### src/rtl/axr_pkg.sv
package axr_pkg;

  typedef enum logic {
    AXIS_ROWS = 1'b0,
    AXIS_COLS = 1'b1
  } axis_e;

  function automatic int unsigned max2(input int unsigned a, input int unsigned b);
    return (a > b) ? a : b;
  endfunction

endpackage

### src/rtl/axr_vec_sum.sv
module axr_vec_sum #(
  parameter int unsigned ELEMS  = 4,
  parameter int unsigned DATA_W = 8,
  parameter int unsigned SUM_W  = 10
) (
  input  logic [ELEMS*DATA_W-1:0] vec,
  output logic [SUM_W-1:0]        sum
);

  always_comb begin
    sum = '0;
    for (int k = 0; k < ELEMS; k++) begin
      sum = sum + SUM_W'(vec[k*DATA_W +: DATA_W]);
    end
  end

endmodule

### src/rtl/axr_lane_select.sv
module axr_lane_select
  import axr_pkg::*;
#(
  parameter int unsigned ROWS  = 4,
  parameter int unsigned COLS  = 3,
  parameter int unsigned SUM_W = 10,
  localparam int unsigned LANES = max2(ROWS, COLS),
  localparam int unsigned CNT_W = $clog2(LANES + 1)
) (
  input  logic [ROWS*SUM_W-1:0]  row_sums,
  input  logic [COLS*SUM_W-1:0]  col_sums,
  input  axis_e                  axis,
  output logic [LANES*SUM_W-1:0] lanes,
  output logic [CNT_W-1:0]       count
);

  localparam logic [CNT_W-1:0] CNT_ROWS = CNT_W'(ROWS);
  localparam logic [CNT_W-1:0] CNT_COLS = CNT_W'(COLS);

  assign count = (axis == AXIS_COLS) ? CNT_COLS : CNT_ROWS;

  for (genvar k = 0; k < LANES; k++) begin : g_lane
    if (k < ROWS && k < COLS) begin : g_both
      assign lanes[k*SUM_W +: SUM_W] = (axis == AXIS_COLS) ? col_sums[k*SUM_W +: SUM_W]
                                                           : row_sums[k*SUM_W +: SUM_W];
    end else if (k < ROWS) begin : g_row_only
      assign lanes[k*SUM_W +: SUM_W] = (axis == AXIS_ROWS) ? row_sums[k*SUM_W +: SUM_W]
                                                           : '0;
    end else begin : g_col_only
      assign lanes[k*SUM_W +: SUM_W] = (axis == AXIS_COLS) ? col_sums[k*SUM_W +: SUM_W]
                                                           : '0;
    end
  end

endmodule

### src/rtl/axis_sum_reducer.sv
module axis_sum_reducer
  import axr_pkg::*;
#(
  parameter int unsigned ROWS   = 4,
  parameter int unsigned COLS   = 3,
  parameter int unsigned DATA_W = 8,
  localparam int unsigned LANES = max2(ROWS, COLS),
  localparam int unsigned SUM_W = DATA_W + $clog2(LANES),
  localparam int unsigned CNT_W = $clog2(LANES + 1)
) (
  input  logic                        clk,
  input  logic                        rst,
  input  logic                        in_valid,
  output logic                        in_ready,
  input  logic [ROWS*COLS*DATA_W-1:0] in_mat,
  input  logic                        in_axis,
  output logic                        out_valid,
  input  logic                        out_ready,
  output logic [LANES*SUM_W-1:0]      out_sums,
  output logic [CNT_W-1:0]            out_count
);

  logic [ROWS*SUM_W-1:0]  row_sums;
  logic [COLS*SUM_W-1:0]  col_sums;
  logic [LANES*SUM_W-1:0] lanes_next;
  logic [CNT_W-1:0]       count_next;
  logic                   accept;

  // one adder per row over a contiguous slice
  for (genvar r = 0; r < ROWS; r++) begin : g_row
    axr_vec_sum #(.ELEMS(COLS), .DATA_W(DATA_W), .SUM_W(SUM_W)) u_sum (
      .vec (in_mat[r*COLS*DATA_W +: COLS*DATA_W]),
      .sum (row_sums[r*SUM_W +: SUM_W])
    );
  end

  // one adder per column over a strided gather
  for (genvar c = 0; c < COLS; c++) begin : g_col
    logic [ROWS*DATA_W-1:0] col_vec;
    for (genvar r = 0; r < ROWS; r++) begin : g_gather
      assign col_vec[r*DATA_W +: DATA_W] = in_mat[(r*COLS+c)*DATA_W +: DATA_W];
    end
    axr_vec_sum #(.ELEMS(ROWS), .DATA_W(DATA_W), .SUM_W(SUM_W)) u_sum (
      .vec (col_vec),
      .sum (col_sums[c*SUM_W +: SUM_W])
    );
  end

  axr_lane_select #(.ROWS(ROWS), .COLS(COLS), .SUM_W(SUM_W)) u_sel (
    .row_sums (row_sums),
    .col_sums (col_sums),
    .axis     (axis_e'(in_axis)),
    .lanes    (lanes_next),
    .count    (count_next)
  );

  assign in_ready = !out_valid || out_ready;
  assign accept   = in_valid && in_ready;

  always_ff @(posedge clk) begin
    if (rst) begin
      out_valid <= 1'b0;
      out_sums  <= '0;
      out_count <= '0;
    end else if (accept) begin
      out_valid <= 1'b1;
      out_sums  <= lanes_next;
      out_count <= count_next;
    end else if (out_ready) begin
      out_valid <= 1'b0;
    end
  end

endmodule

### config.mk
export PLATFORM = sky130hd
export DESIGN_NAME = axis_sum_reducer
export DESIGN_NICKNAME = d
export VERILOG_FILES = /design/src/rtl/axr_pkg.sv /design/src/rtl/axr_vec_sum.sv /design/src/rtl/axr_lane_select.sv /design/src/rtl/axis_sum_reducer.sv
export SDC_FILE = /design/constraint.sdc
export NUM_CORES = 1
export LEC_CHECK = 0
export ABC_CLOCK_PERIOD_IN_PS = 3800
export BUFFER_PORTS_ARGS = -buffer_cell sky130_fd_sc_hd__buf_2
export CAP_MARGIN = 20
export CORE_UTILIZATION = 55
export DETAILED_ROUTE_END_ITERATION = 10
export PLACE_DENSITY = 0.84
export SLEW_MARGIN = 15
export SYNTH_ARGS = -nofsm -noshare
export SYNTH_HDL_FRONTEND = slang
export SYNTH_SLANG_ARGS = --single-unit
### constraint.sdc
create_clock -name clk -period 3.8 [get_ports clk]
set_input_delay 0.38 -clock clk [delete_from_list [all_inputs] [get_ports clk]]
set_output_delay 0.38 -clock clk [all_outputs]
set_load 0.01 [all_outputs]
==> results.ini, run 1 <==
[outcome]
outcome = finished, final reports clean

[yosys]
synthDominantCellAreaShare_pct = 20.9
postSynth.topFlopCell = sky130_fd_sc_hd__dfxtp_1
ys_seq_elements = 43
synth_nets = 1095
synth_largest_area_cell = sky130_fd_sc_hd__ha_1
synth-edff-count = 0
synthCells = 844
synth.cell_area_um2 = 6700
ys_seq_area_share_pct = 12.8
post_synth_main_area_contributors = sky130_fd_sc_hd__ha_1 (21%), sky130_fd_sc_hd__dfxtp_1 (13%), sky130_fd_sc_hd__fa_1 (11%)
synth_warnings = 0
postSynth.asyncResetShare_pct = 0
synthDistinctLibCells = 61
postSynthAreaPerCell_um2 = 7.94

[critical_path]
reg2reg_slack_ns = 1.91
rr_endpoint = out_sums[19]$_SDFFE_PP0P_
start_kind = primary input
critical_path.reg2reg.startpoint = out_valid$_SDFFE_PP0P_
reg2regPathDepth = 5
critPathCaptureType = register
critPathKind = in2reg
setup.worst_path.start = in_mat[16]
critical_path_peak_fanout = 4
crit_arrival_ns = 3.68
critical_path_required_ns = 3.94
end_point_of_the_critical_path = out_sums[27]$_SDFFE_PP0P_

[sta]
finalMaxSlewViolations = 0
timing.final.hold_violations = 0
pnr_worst_setup_slack_ns = 0.262
rsz_0062_raised_after_global_routing = no
max-slew-margin-rel_pct = 35.9
setup-violations-final = 0
achievable-frequency_ghz = 0.283
post-route-period-util_pct = 93.1
timing.clock.skew_ns = 0.00549
setup_total_negative_slack_ns = 0
worst_tran_pin_value_ns = 0.958
finalWorstPathRequiredPeriod_ns = 3.54

[die]
die_w_um = 112
num_io_pins = 146
die_area_um2 = 12600
area_of_the_placeable_core_um2 = 11700
floorplan.initialDensity_pct = 57.5
number_of_core_rows = 39
fp.dieH_um = 112

[power_and_ir_drop]
peakVddDrop_uv = 243
power.density_cell_area_nw_per_um2 = 397
p_leak_nw = 3.93
fin_total_pwr_mw = 3.08

[cts]
cts.path.max_buffers = 2
reg_clk_slew_reported_paths_ns = 0.06
postCtsSetupBuffers = 0
cts_num_sinks = 43
cts.repair.resized = 0
cts-htree-levels = 2
cts_root_buf = sky130_fd_sc_hd__clkbuf_16
cts.hold.buffers_added = 0
cts-buffers-inserted = 5
tritoncts_clock_tree = yes
worstSkewPairLatency_ns = 0.29

[routing]
wl_per_cell_um = 17.1
detail-route-antenna-nets = 0
detail_route.first_pass.iterations = 5
post_drt_via_cell_ratio = 5.84
dr.first_iter.drc_count = 552
drt_drc_violations_left = 0
vias = 6581
routed_wire_length_um = 19300

[layout]
fin_area_um2 = 7760
insertedDiodeCount = 0
n_fill_cell = 984
syn_to_final_growth_pct = 15.8
drive_gt1_share_pct = 16.4
numnets_final = 1233

[global_routing]
grt_start_max_net_pins = 41
global_route.overflow_total = 0
antenna_found_initial = 0
grt_use_total_pct = 31.3
grt_pass1_wl_um = 31200
via_count_of_the_first_global_routing_pass = 6387

[job]
drv.max_cap_violation_count = 0

[min_path]
timing.hold.worst.class = in2reg
hold_path_stages = 3

[place]
globalplace.congestion = 0.937
place_worst_setup_slack_ns = -0.0137
port_buffers = 145
postPlaceCellArea_um2 = 7570
detailedPlacementHpwl_um = 15900

-- cell families (layout without fill, tap and decap cells) --
logic type	count (synthesis)	in the layout	synth area share, %
xor+xnor	64	64	8.36
flops	43	43	12.8
mux	7	7	1.05
buf+inv	142	281	8.01
compound gates	236	236	23.1
fa+ha+maj	150	150	32.3
simple gates	202	202	14.4
-- cell usage after synthesis, types with 5 or more instances --
| cell type | number |
|---|---|
| sky130_fd_sc_hd__clkbuf_1 | 14 |
| sky130_fd_sc_hd__a211oi_1 | 23 |
| sky130_fd_sc_hd__nor3_1 | 22 |
| sky130_fd_sc_hd__or3_1 | 9 |
| sky130_fd_sc_hd__nor2_1 | 69 |
| sky130_fd_sc_hd__dfxtp_1 | 43 |
| sky130_fd_sc_hd__a31oi_1 | 8 |
| sky130_fd_sc_hd__a21oi_1 | 55 |
| sky130_fd_sc_hd__a21boi_0 | 5 |
| sky130_fd_sc_hd__fa_1 | 38 |
| sky130_fd_sc_hd__nand2_1 | 38 |
| sky130_fd_sc_hd__a21o_1 | 16 |
| sky130_fd_sc_hd__ha_1 | 112 |
| sky130_fd_sc_hd__or4_1 | 5 |
| sky130_fd_sc_hd__inv_1 | 123 |
| sky130_fd_sc_hd__nand2b_1 | 9 |
| sky130_fd_sc_hd__o21ai_0 | 41 |
| sky130_fd_sc_hd__o211ai_1 | 8 |
| sky130_fd_sc_hd__mux2i_1 | 7 |
| sky130_fd_sc_hd__nand3_1 | 13 |
| sky130_fd_sc_hd__nor2b_1 | 19 |
| sky130_fd_sc_hd__o21a_1 | 20 |
| sky130_fd_sc_hd__o41ai_1 | 12 |
| sky130_fd_sc_hd__o21bai_1 | 5 |
| sky130_fd_sc_hd__o21ai_1 | 11 |
| sky130_fd_sc_hd__xnor2_1 | 41 |
| sky130_fd_sc_hd__xor2_1 | 23 |
-- worst max-delay path: stages --
cell and delay, ns:
sky130_fd_sc_hd__buf_2 0.09, sky130_fd_sc_hd__ha_1 0.18, sky130_fd_sc_hd__inv_1 0.07, sky130_fd_sc_hd__fa_1 0.40, sky130_fd_sc_hd__nor2b_1 0.11, sky130_fd_sc_hd__o21ai_0 0.13, sky130_fd_sc_hd__a21boi_1 0.18, sky130_fd_sc_hd__o21a_1 0.13
sky130_fd_sc_hd__nor2_1 0.05, sky130_fd_sc_hd__xor2_1 0.15, sky130_fd_sc_hd__fa_1 0.48, sky130_fd_sc_hd__inv_1 0.05, sky130_fd_sc_hd__ha_1 0.36, sky130_fd_sc_hd__o211a_1 0.16, sky130_fd_sc_hd__or4_1 0.46, sky130_fd_sc_hd__a31oi_1 0.17
sky130_fd_sc_hd__o311ai_1 0.10
-- sequential cells by signal, indices dropped and copies added, names as in the netlist --
register   cells
out_count      2
out_valid      1
out_sums      40
-- layout by cell type (no fill, tap or decap), types with 38 or more instances in the layout --
cell type	netlist	layout
sky130_fd_sc_hd__xnor2_1	41	41
sky130_fd_sc_hd__a21oi_1	55	55
sky130_fd_sc_hd__nand2_1	38	38
sky130_fd_sc_hd__o21ai_0	41	41
sky130_fd_sc_hd__dfxtp_1	43	43
sky130_fd_sc_hd__fa_1	38	38
sky130_fd_sc_hd__buf_2	0	145
sky130_fd_sc_hd__ha_1	112	112
sky130_fd_sc_hd__inv_1	123	123
sky130_fd_sc_hd__nor2_1	69	69
-- metrics by stage --
step	utilization, %	hold WS (ns)	std cells
after global placement	64.9	0.436	1118
final	66.5	0.342	1126
after floorplan	-	0.476	844
after detailed placement	64.9	0.442	1118
after global routing	66.5	0.375	1126
after CTS	66.5	0.347	1126
-- worst min path at each step --
stage / from / to / slack, ns
3_5_place_dp: out_sums[22]$_SDFFE_PP0P_ / out_sums[22]$_SDFFE_PP0P_ / 0.44
4_1_cts: in_valid / out_valid$_SDFFE_PP0P_ / 0.35
6_report: in_valid / out_valid$_SDFFE_PP0P_ / 0.34
5_1_grt: in_valid / out_valid$_SDFFE_PP0P_ / 0.37
3_3_place_gp: out_sums[22]$_SDFFE_PP0P_ / out_sums[22]$_SDFFE_PP0P_ / 0.44
2_1_floorplan: out_sums[12]$_SDFFE_PP0P_ / out_sums[12]$_SDFFE_PP0P_ / 0.48
-- power by group --
part	total [mW]	switching [mW]	internal, mW
Combinational	1.96	1.11	0.854
Clock	0.571	0.194	0.377
Sequential	0.543	0.0327	0.510
Total	3.08	1.34	1.74
-- final cells by class --
| class | instances | area [µm²] | area share [%] |
|---|---|---|---|
| multi-input combinational | 659 | 5310 | 68.4 |
| sequential | 43 | 861 | 11.1 |
| timing repair buffer | 149 | 756 | 9.74 |
| inverter | 124 | 465 | 6.00 |
| tap | 143 | 179 | 2.31 |
| clock buffer | 5 | 125 | 1.61 |
| clock inverter | 3 | 67.6 | 0.871 |
-- layer usage --
layer | routed length (µm) | vias up | GRT usage [%]
met1 | 8610 | 3050 | 41.8
li1 | - | 3224 | -
met4 | 516 | 0 | 10.7
met2 | 8910 | 267 | 52.7
met5 | 0 | - | 0
met3 | 1230 | 40 | 3.35
(Power assumes the default switching activity.)
==> run 2: changes to the inputs <==
ABC_CLOCK_PERIOD_IN_PS = 3000   (was 3800)
CORE_UTILIZATION = 51   (was 55)
PLACE_DENSITY = 0.82   (was 0.84)
clock period = 3 ns   (was 3.8 ns; I/O delays follow)
==> run 2 against run 1 <==
Effect of this change: the flow now finishes with violations (setup timing); largest power group unchanged; sequential power increased by 27%; die area increased by 7.7%; critical path type unchanged; sequential share of layout area down 1.9 points; hold slack lost 0.080 ns; clock power hardly changed; register-to-register slack got worse by 0.74 ns; final cell count up 12%; critical path depth grew 1; first-iteration DRC count grew 6.5%; setup slack got worse by 0.49 ns.
==> results.ini, run 2 (synthesized netlist as in run 1, its figures left out) <==
[power_and_ir_drop]
fin_total_pwr_mw = 4.74  ; +54%
power.density_cell_area_nw_per_um2 = 505  ; +27%
cellInternalPower_mw = 2.67  ; +54%
net-switching-power_mw = 2.07  ; +55%
peakVddDrop_uv = 285  ; +17%
share_comb_of_total_power_pct = 73.4  ; +9.6 points
p_leak_nw = 4.62  ; +18%
swShare_pct = 43.6  ; +0.17 points
pwr-share-clk_pct = 12.0  ; -6.6 points
power.share.sequential_pct = 14.6  ; -3.0 points

[place]
port_buffers = 145  ; unchanged
detailedPlacementHpwl_um = 17300  ; +9.0%
globalplace.congestion = 0.895  ; -4.4%

[sta]
finalMaxSlewViolations = 0  ; unchanged
finalWorstPathRequiredPeriod_ns = 3.23
pnr_worst_setup_slack_ns = -0.226  ; -0.489 ns
fin_hold_ws_ns = 0.263  ; -0.0798 ns
max-slew-margin-rel_pct = 49.5  ; +14 points
timing.final.hold_violations = 0  ; unchanged
post-route-period-util_pct = 108
rsz_0062_raised_after_global_routing = yes
setup_total_negative_slack_ns = -1.07  ; -1.07 ns
worst_tran_pin_value_ns = 0.758  ; -0.200 ns
achievable-frequency_ghz = 0.310
setup-violations-final = 10  ; +10
timing.clock.skew_ns = 0.00913  ; +0.00363 ns

[critical_path]
critPathKind = in2reg
setup.worst_path.start = in_mat[0]
critical_path_required_ns = 3.23  ; -0.71 ns
critical_path_peak_fanout = 4  ; unchanged
critical_path_cell_list = buf_8 -> ha_4 -> inv_2 -> fa_2 -> nor2b_1 -> o21ai_1 -> a21boi_1 -> o21a_1 -> nor2_4 -> xor2_2 -> fa_1 -> inv_2 -> ha_4 -> or3_4 -> o211ai_1 -> xnor2_1 -> a21oi_1 -> a21oi_1
rr_endpoint = out_sums[29]$_SDFFE_PP0P_
crit_buf_inv = 3  ; unchanged
cp_top_family = adder cells
reg2regPathDepth = 6  ; +1
timing.critical_path.slowest_stage_cell = sky130_fd_sc_hd__fa_1
maximum_single_stage_delay_on_the_critical_path_ns = 0.52  ; +0.04 ns
crit_arrival_ns = 3.45  ; -0.23 ns
critical_path.reg2reg.startpoint = out_valid$_SDFFE_PP0P_
critPathCaptureType = register
start_kind = primary input
reg2reg_slack_ns = 1.17  ; -0.74 ns

[routing]
dr.first_iter.drc_count = 588  ; +6.5%
vias = 7322  ; +11%
post_drt_via_cell_ratio = 5.78  ; -1.0%
detail-route-antenna-nets = 0  ; unchanged
routed_wire_length_um = 22200  ; +15%
wl_per_cell_um = 17.5  ; +2.5%
detail_route.first_pass.iterations = 5  ; unchanged
drt_drc_violations_left = 0  ; unchanged

[layout]
layout.core_utilization_pct = 73.8  ; +7.3 points
numnets_final = 1345  ; +9.1%
mostFrequentLayoutCells = sky130_fd_sc_hd__buf_2 (133), sky130_fd_sc_hd__buf_4 (113), sky130_fd_sc_hd__inv_1 (107), sky130_fd_sc_hd__ha_1 (91), sky130_fd_sc_hd__nor2_1 (63)
insertedDiodeCount = 0  ; unchanged
n_fill_cell = 899  ; -8.6%
syn_to_final_growth_pct = 40.0
sequential_cell_area_um2 = 861  ; unchanged
drive_gt1_share_pct = 35.1  ; +19 points
multiInputGateArea_um2 = 6000  ; +13%
final_common_cell = sky130_fd_sc_hd__buf_2
top_regs = out_sums: 40 flops, out_count: 2 flops, out_valid: 1 flops
max_ffs_per_register = 40  ; unchanged
max_flop_register = out_sums

[min_path]
hold_path_stages = 3  ; unchanged
worst_hold_startpoint = in_valid
timing.hold.worst.class = in2reg
hold_path_end = out_valid$_SDFFE_PP0P_

[die]
die_area_um2 = 13600  ; +7.7%
num_io_pins = 146  ; unchanged
floorplan.initialDensity_pct = 52.7  ; -4.8 points
number_of_core_rows = 41  ; +5.1%
die_w_um = 117  ; +3.8%
area_of_the_placeable_core_um2 = 12700  ; +9.1%
fp.dieH_um = 117  ; +3.8%

[outcome]
violated_checks = setup timing
outcome = finished, violations left

[global_routing]
antenna_found_initial = 0  ; unchanged
via_count_of_the_first_global_routing_pass = 7438  ; +16%
global_route.overflow_total = 0  ; unchanged
grt_use_total_pct = 33.1  ; +1.9 points
grt_pass1_wl_um = 34900  ; +12%
grt_start_max_net_pins = 41  ; unchanged

[cts]
cts_root_buf = sky130_fd_sc_hd__clkbuf_16
cts.path.max_buffers = 2  ; unchanged
cts.hold.buffers_added = 0  ; unchanged
reg_clk_slew_reported_paths_ns = 0.07  ; about the same
cts-buffers-inserted = 5  ; unchanged
tritoncts_clock_tree = yes
worstSkewPairLatency_ns = 0.30  ; about the same
cts-htree-levels = 2  ; unchanged
cts_num_sinks = 43  ; unchanged

[job]
drv.max_cap_violation_count = 0  ; unchanged

-- run 2: changes by cell type in the layout (fill, tap and decap cells not counted), sizes merged --
cell / change
clkinv: +1
bufinv: -2
buf: +112
clkbuf: +1
clkinvlp: -1
-- run 2: worst max-delay path by stage --
stage	to	slack, ns	cells past startpoint
3_5_place_dp	out_sums[8]$_SDFFE_PP0P_	-0.70	17
5_1_grt	out_sums[27]$_SDFFE_PP0P_	-0.32	15
2_1_floorplan	out_sums[27]$_SDFFE_PP0P_	-0.15	16
4_1_cts	out_sums[27]$_SDFFE_PP0P_	-0.16	17
3_3_place_gp	out_sums[8]$_SDFFE_PP0P_	-0.54	17
6_report	out_sums[8]$_SDFFE_PP0P_	-0.23	18
-- run 2: power by group through the flow --
stage	Sequential, mW	Combinational [mW]	Clock, mW
after global routing	0.699	3.78	0.599
after detailed placement	0.702	2.85	0
after floorplan	0.729	1.84	0
after CTS	0.690	3.16	0.571
final	0.692	3.48	0.568
after global placement	0.701	2.76	0
-- run 2: layout make-up --
cell class	instances	share of cell area (%)
flip-flops and latches	43	9.17
clock buffers	6	1.48
well taps	172	2.29
inverters	124	4.96
repair buffers	261	18.2
multi-input cells	659	63.9
clock inverters	1	0.0533
-- run 2: worst register-to-register path: cells and delay by family (launching register included) --
kind               cells  cell delay [ns]
and+or+nand+nor        3             0.95
AOI/OAI and AO/OA      3             0.52
DFF                    1             0.31
-- run 2: timing repair --
| item | in CTS | in global routing |
|---|---|---|
| pin swaps | 52 | 55 |
| buffers inserted | 6 | 8 |
| setup endpoints to repair | 13 | 16 |
| resized for setup | 100 | 51 |
-- run 2: routing by layer --
layer | GRT usage (%) | share of wire, % | vias to the layer above
met2 | 59.2 | 48 | 385
met4 | 15.9 | 4.4 | 0
met1 | 39.2 | 40 | 3383
met3 | 4.20 | 7.3 | 106
li1 | - | - | 3448
met5 | 0 | 0 | -
-- run 2: stage by stage --
| stage | cells | area, µm² | worst slack, ns |
|---|---|---|---|
| floorplan | 844 | 6840 | -0.150 |
| global placement | 1249 | 8510 | -0.545 |
| detailed placement | 1249 | 8510 | -0.703 |
| CTS | 1261 | 9150 | -0.165 |
| global route | 1266 | 9390 | -0.325 |
| finish | 1266 | 9390 | -0.226 |
==> run 3: changes to the inputs <==
ABC_CLOCK_PERIOD_IN_PS = not set   (was 3000)
MAX_ROUTING_LAYER = met4   (was not set)
==> run 3 against run 2 <==
Effect of this change: hold slack improved by 0.0080 ns; critical endpoint is now out_sums[27]$_SDFFE_PP0P_; power is 3.0% higher; die area unchanged; the flow still finishes with violations (setup timing).
==> results.ini, run 3 (synthesized netlist as in run 1, its figures left out) <==
[outcome]
outcome = finished, violations left
violated_checks = setup timing

[cts]
cts.path.max_buffers = 2  ; unchanged
cts-buffers-inserted = 5  ; unchanged
tritoncts_clock_tree = yes
worstSkewPairLatency_ns = 0.30  ; about the same
cts_root_buf = sky130_fd_sc_hd__clkbuf_16
cts.hold.buffers_added = 0  ; unchanged
reg_clk_slew_reported_paths_ns = 0.06  ; about the same
cts-htree-levels = 2  ; unchanged
cts_num_sinks = 43  ; unchanged

[sta]
timing.final.hold_violations = 0  ; unchanged
finalMaxSlewViolations = 0  ; unchanged
worst_tran_pin_value_ns = 0.847  ; +0.0890 ns
finalWorstPathRequiredPeriod_ns = 3.26  ; +0.0308 ns
achievable-frequency_ghz = 0.307  ; -0.95%
pnr_worst_setup_slack_ns = -0.257  ; -0.0308 ns
post-route-period-util_pct = 109  ; +1.0 points
setup-violations-final = 7  ; -3
timing.clock.skew_ns = 0.00870  ; -0.000428 ns
max-slew-margin-rel_pct = 43.5  ; -5.9 points
rsz_0062_raised_after_global_routing = yes

[routing]
routed_wire_length_um = 24100  ; +8.5%
vias = 7590  ; +3.7%
detail-route-antenna-nets = 0  ; unchanged
dr.first_iter.drc_count = 593  ; +0.85%
post_drt_via_cell_ratio = 5.94  ; +2.8%
drt_drc_violations_left = 0  ; unchanged
wl_per_cell_um = 18.9  ; +7.5%
detail_route.first_pass.iterations = 5  ; unchanged

[global_routing]
grt_start_max_net_pins = 41  ; unchanged
grt_use_total_pct = 33.5  ; +0.43 points
antenna_found_initial = 2  ; +2
via_count_of_the_first_global_routing_pass = 7369  ; -0.93%
grt_pass1_wl_um = 34100  ; -2.1%
global_route.overflow_total = 0  ; unchanged

[place]
postPlaceCellArea_um2 = 8570  ; +0.79%
globalplace.congestion = 0.942  ; +5.3%
port_buffers = 145  ; unchanged
numPlacedInstances = 1258  ; +0.72%
place_worst_setup_slack_ns = -0.542  ; +0.161 ns
detailedPlacementHpwl_um = 17400  ; +0.31%

[power_and_ir_drop]
p_leak_nw = 4.65  ; +0.70%
peakVddDrop_uv = 275  ; -3.6%
power.density_cell_area_nw_per_um2 = 513  ; +1.6%

[layout]
n_fill_cell = 879  ; -2.2%
final_common_cell = sky130_fd_sc_hd__buf_2
syn_to_final_growth_pct = 42.0
drive_gt1_share_pct = 35.6  ; +0.53 points
top_regs = out_sums: 40 flops, out_count: 2 flops, out_valid: 1 flops
max_flop_register = out_sums
layout.cells.non_filler = 1277  ; +0.87%
numnets_final = 1353  ; +0.59%
fin_area_um2 = 9520  ; +1.4%
mostFrequentLayoutCells = sky130_fd_sc_hd__buf_2 (133), sky130_fd_sc_hd__buf_4 (119), sky130_fd_sc_hd__inv_1 (107), sky130_fd_sc_hd__ha_1 (89), sky130_fd_sc_hd__nor2_1 (65)
max_ffs_per_register = 40  ; unchanged

[critical_path]
rr_endpoint = out_sums[29]$_SDFFE_PP0P_
critPathCaptureType = register
critPathKind = in2reg
start_kind = primary input
critical_path.reg2reg.startpoint = out_valid$_SDFFE_PP0P_
reg2reg_slack_ns = 1.10  ; -0.07 ns
reg2regPathDepth = 6  ; unchanged
setup.worst_path.start = in_mat[16]
critical_path_required_ns = 3.14  ; -0.09 ns
crit_arrival_ns = 3.39  ; -0.06 ns
critical_path_peak_fanout = 4  ; unchanged
end_point_of_the_critical_path = out_sums[27]$_SDFFE_PP0P_

[die]
area_of_the_placeable_core_um2 = 12700  ; unchanged
die_w_um = 117  ; unchanged
die_area_um2 = 13600  ; unchanged
number_of_core_rows = 41  ; unchanged
fp.dieH_um = 117  ; unchanged
floorplan.initialDensity_pct = 52.7  ; unchanged
num_io_pins = 146  ; unchanged

[job]
drv.max_cap_violation_count = 0  ; unchanged

[min_path]
hold_path_stages = 3  ; unchanged
timing.hold.worst.class = in2reg

[run 3: cell count changes in the layout (fill, tap and decap cells not counted), sizes merged]
cell / delta
buf: +8
clkinv: -1
clkbuf: +2
diode: +2
[run 3: critical path, stage by stage]
cell and delay, ns:
sky130_fd_sc_hd__buf_8 0.08, sky130_fd_sc_hd__ha_4 0.13, sky130_fd_sc_hd__inv_2 0.04, sky130_fd_sc_hd__fa_2 0.36
sky130_fd_sc_hd__nor2b_2 0.15, sky130_fd_sc_hd__o21ai_2 0.08, sky130_fd_sc_hd__a21boi_1 0.16, sky130_fd_sc_hd__o21a_1 0.14
sky130_fd_sc_hd__nor2_2 0.05, sky130_fd_sc_hd__xor2_1 0.15, sky130_fd_sc_hd__fa_1 0.51, sky130_fd_sc_hd__inv_2 0.05
sky130_fd_sc_hd__ha_4 0.24, sky130_fd_sc_hd__and2_1 0.20, sky130_fd_sc_hd__or4_4 0.45, sky130_fd_sc_hd__a31oi_4 0.19
sky130_fd_sc_hd__o311ai_1 0.11
[run 3: power breakdown]
group | total (mW) | switching (mW) | internal (mW)
clock | 0.600 | 0.245 | 0.355
sequential | 0.694 | 0.0472 | 0.647
combinational | 3.59 | 1.85 | 1.74
[run 3: metrics by stage]
| stage | power [mW] | util [%] | setup TNS (ns) | hold slack, ns |
|---|---|---|---|---|
| 6_report | 4.88 | 74.8 | -1.10 | 0.271 |
| 5_1_grt | 5.17 | 74.8 | -2.23 | 0.288 |
| 4_1_cts | 4.41 | 71.5 | -0.658 | 0.270 |
| 3_5_place_dp | 3.57 | 67.4 | -7.13 | 0.445 |
| 3_3_place_gp | 3.49 | 67.4 | -6.11 | 0.440 |
| 2_1_floorplan | 2.57 | - | -0.287 | 0.429 |
[run 3: worst min-delay path by stage]
stage	from	endpoint	slack, ns
after floorplan	in_valid	out_valid$_SDFFE_PP0P_	0.43
after global placement	out_sums[22]$_SDFFE_PP0P_	out_sums[22]$_SDFFE_PP0P_	0.44
after detailed placement	out_sums[24]$_SDFFE_PP0P_	out_sums[24]$_SDFFE_PP0P_	0.44
after CTS	in_valid	out_valid$_SDFFE_PP0P_	0.27
after global routing	in_valid	out_valid$_SDFFE_PP0P_	0.29
final	in_valid	out_valid$_SDFFE_PP0P_	0.27
[run 3: cell type report]
cell class | count | area, µm² | share of cell area [%]
multi-input cells | 659 | 6040 | 63.5
repair buffers | 269 | 1770 | 18.6
flip-flops and latches | 43 | 861 | 9.04
inverters | 124 | 468 | 4.92
well taps | 172 | 215 | 2.26
clock buffers | 8 | 156 | 1.64
diodes | 2 | 5.00 | 0.0526
[run 3: metal layers]
layer | vias up | track usage [%] | part of all wire (%)
met1 | 3544 | 38.2 | 38
met3 | 133 | 6.33 | 8.9
met2 | 451 | 57.8 | 48
li1 | 3462 | - | -
met5 | - | - | 0
met4 | 0 | 13.7 | 5.1
[run 3: timing repair]
item | CTS | global route
pin swaps | 54 | 67
endpoints found under the setup margin | 14 | 19
buffers inserted | 6 | 6
resized for setup | 72 | 84
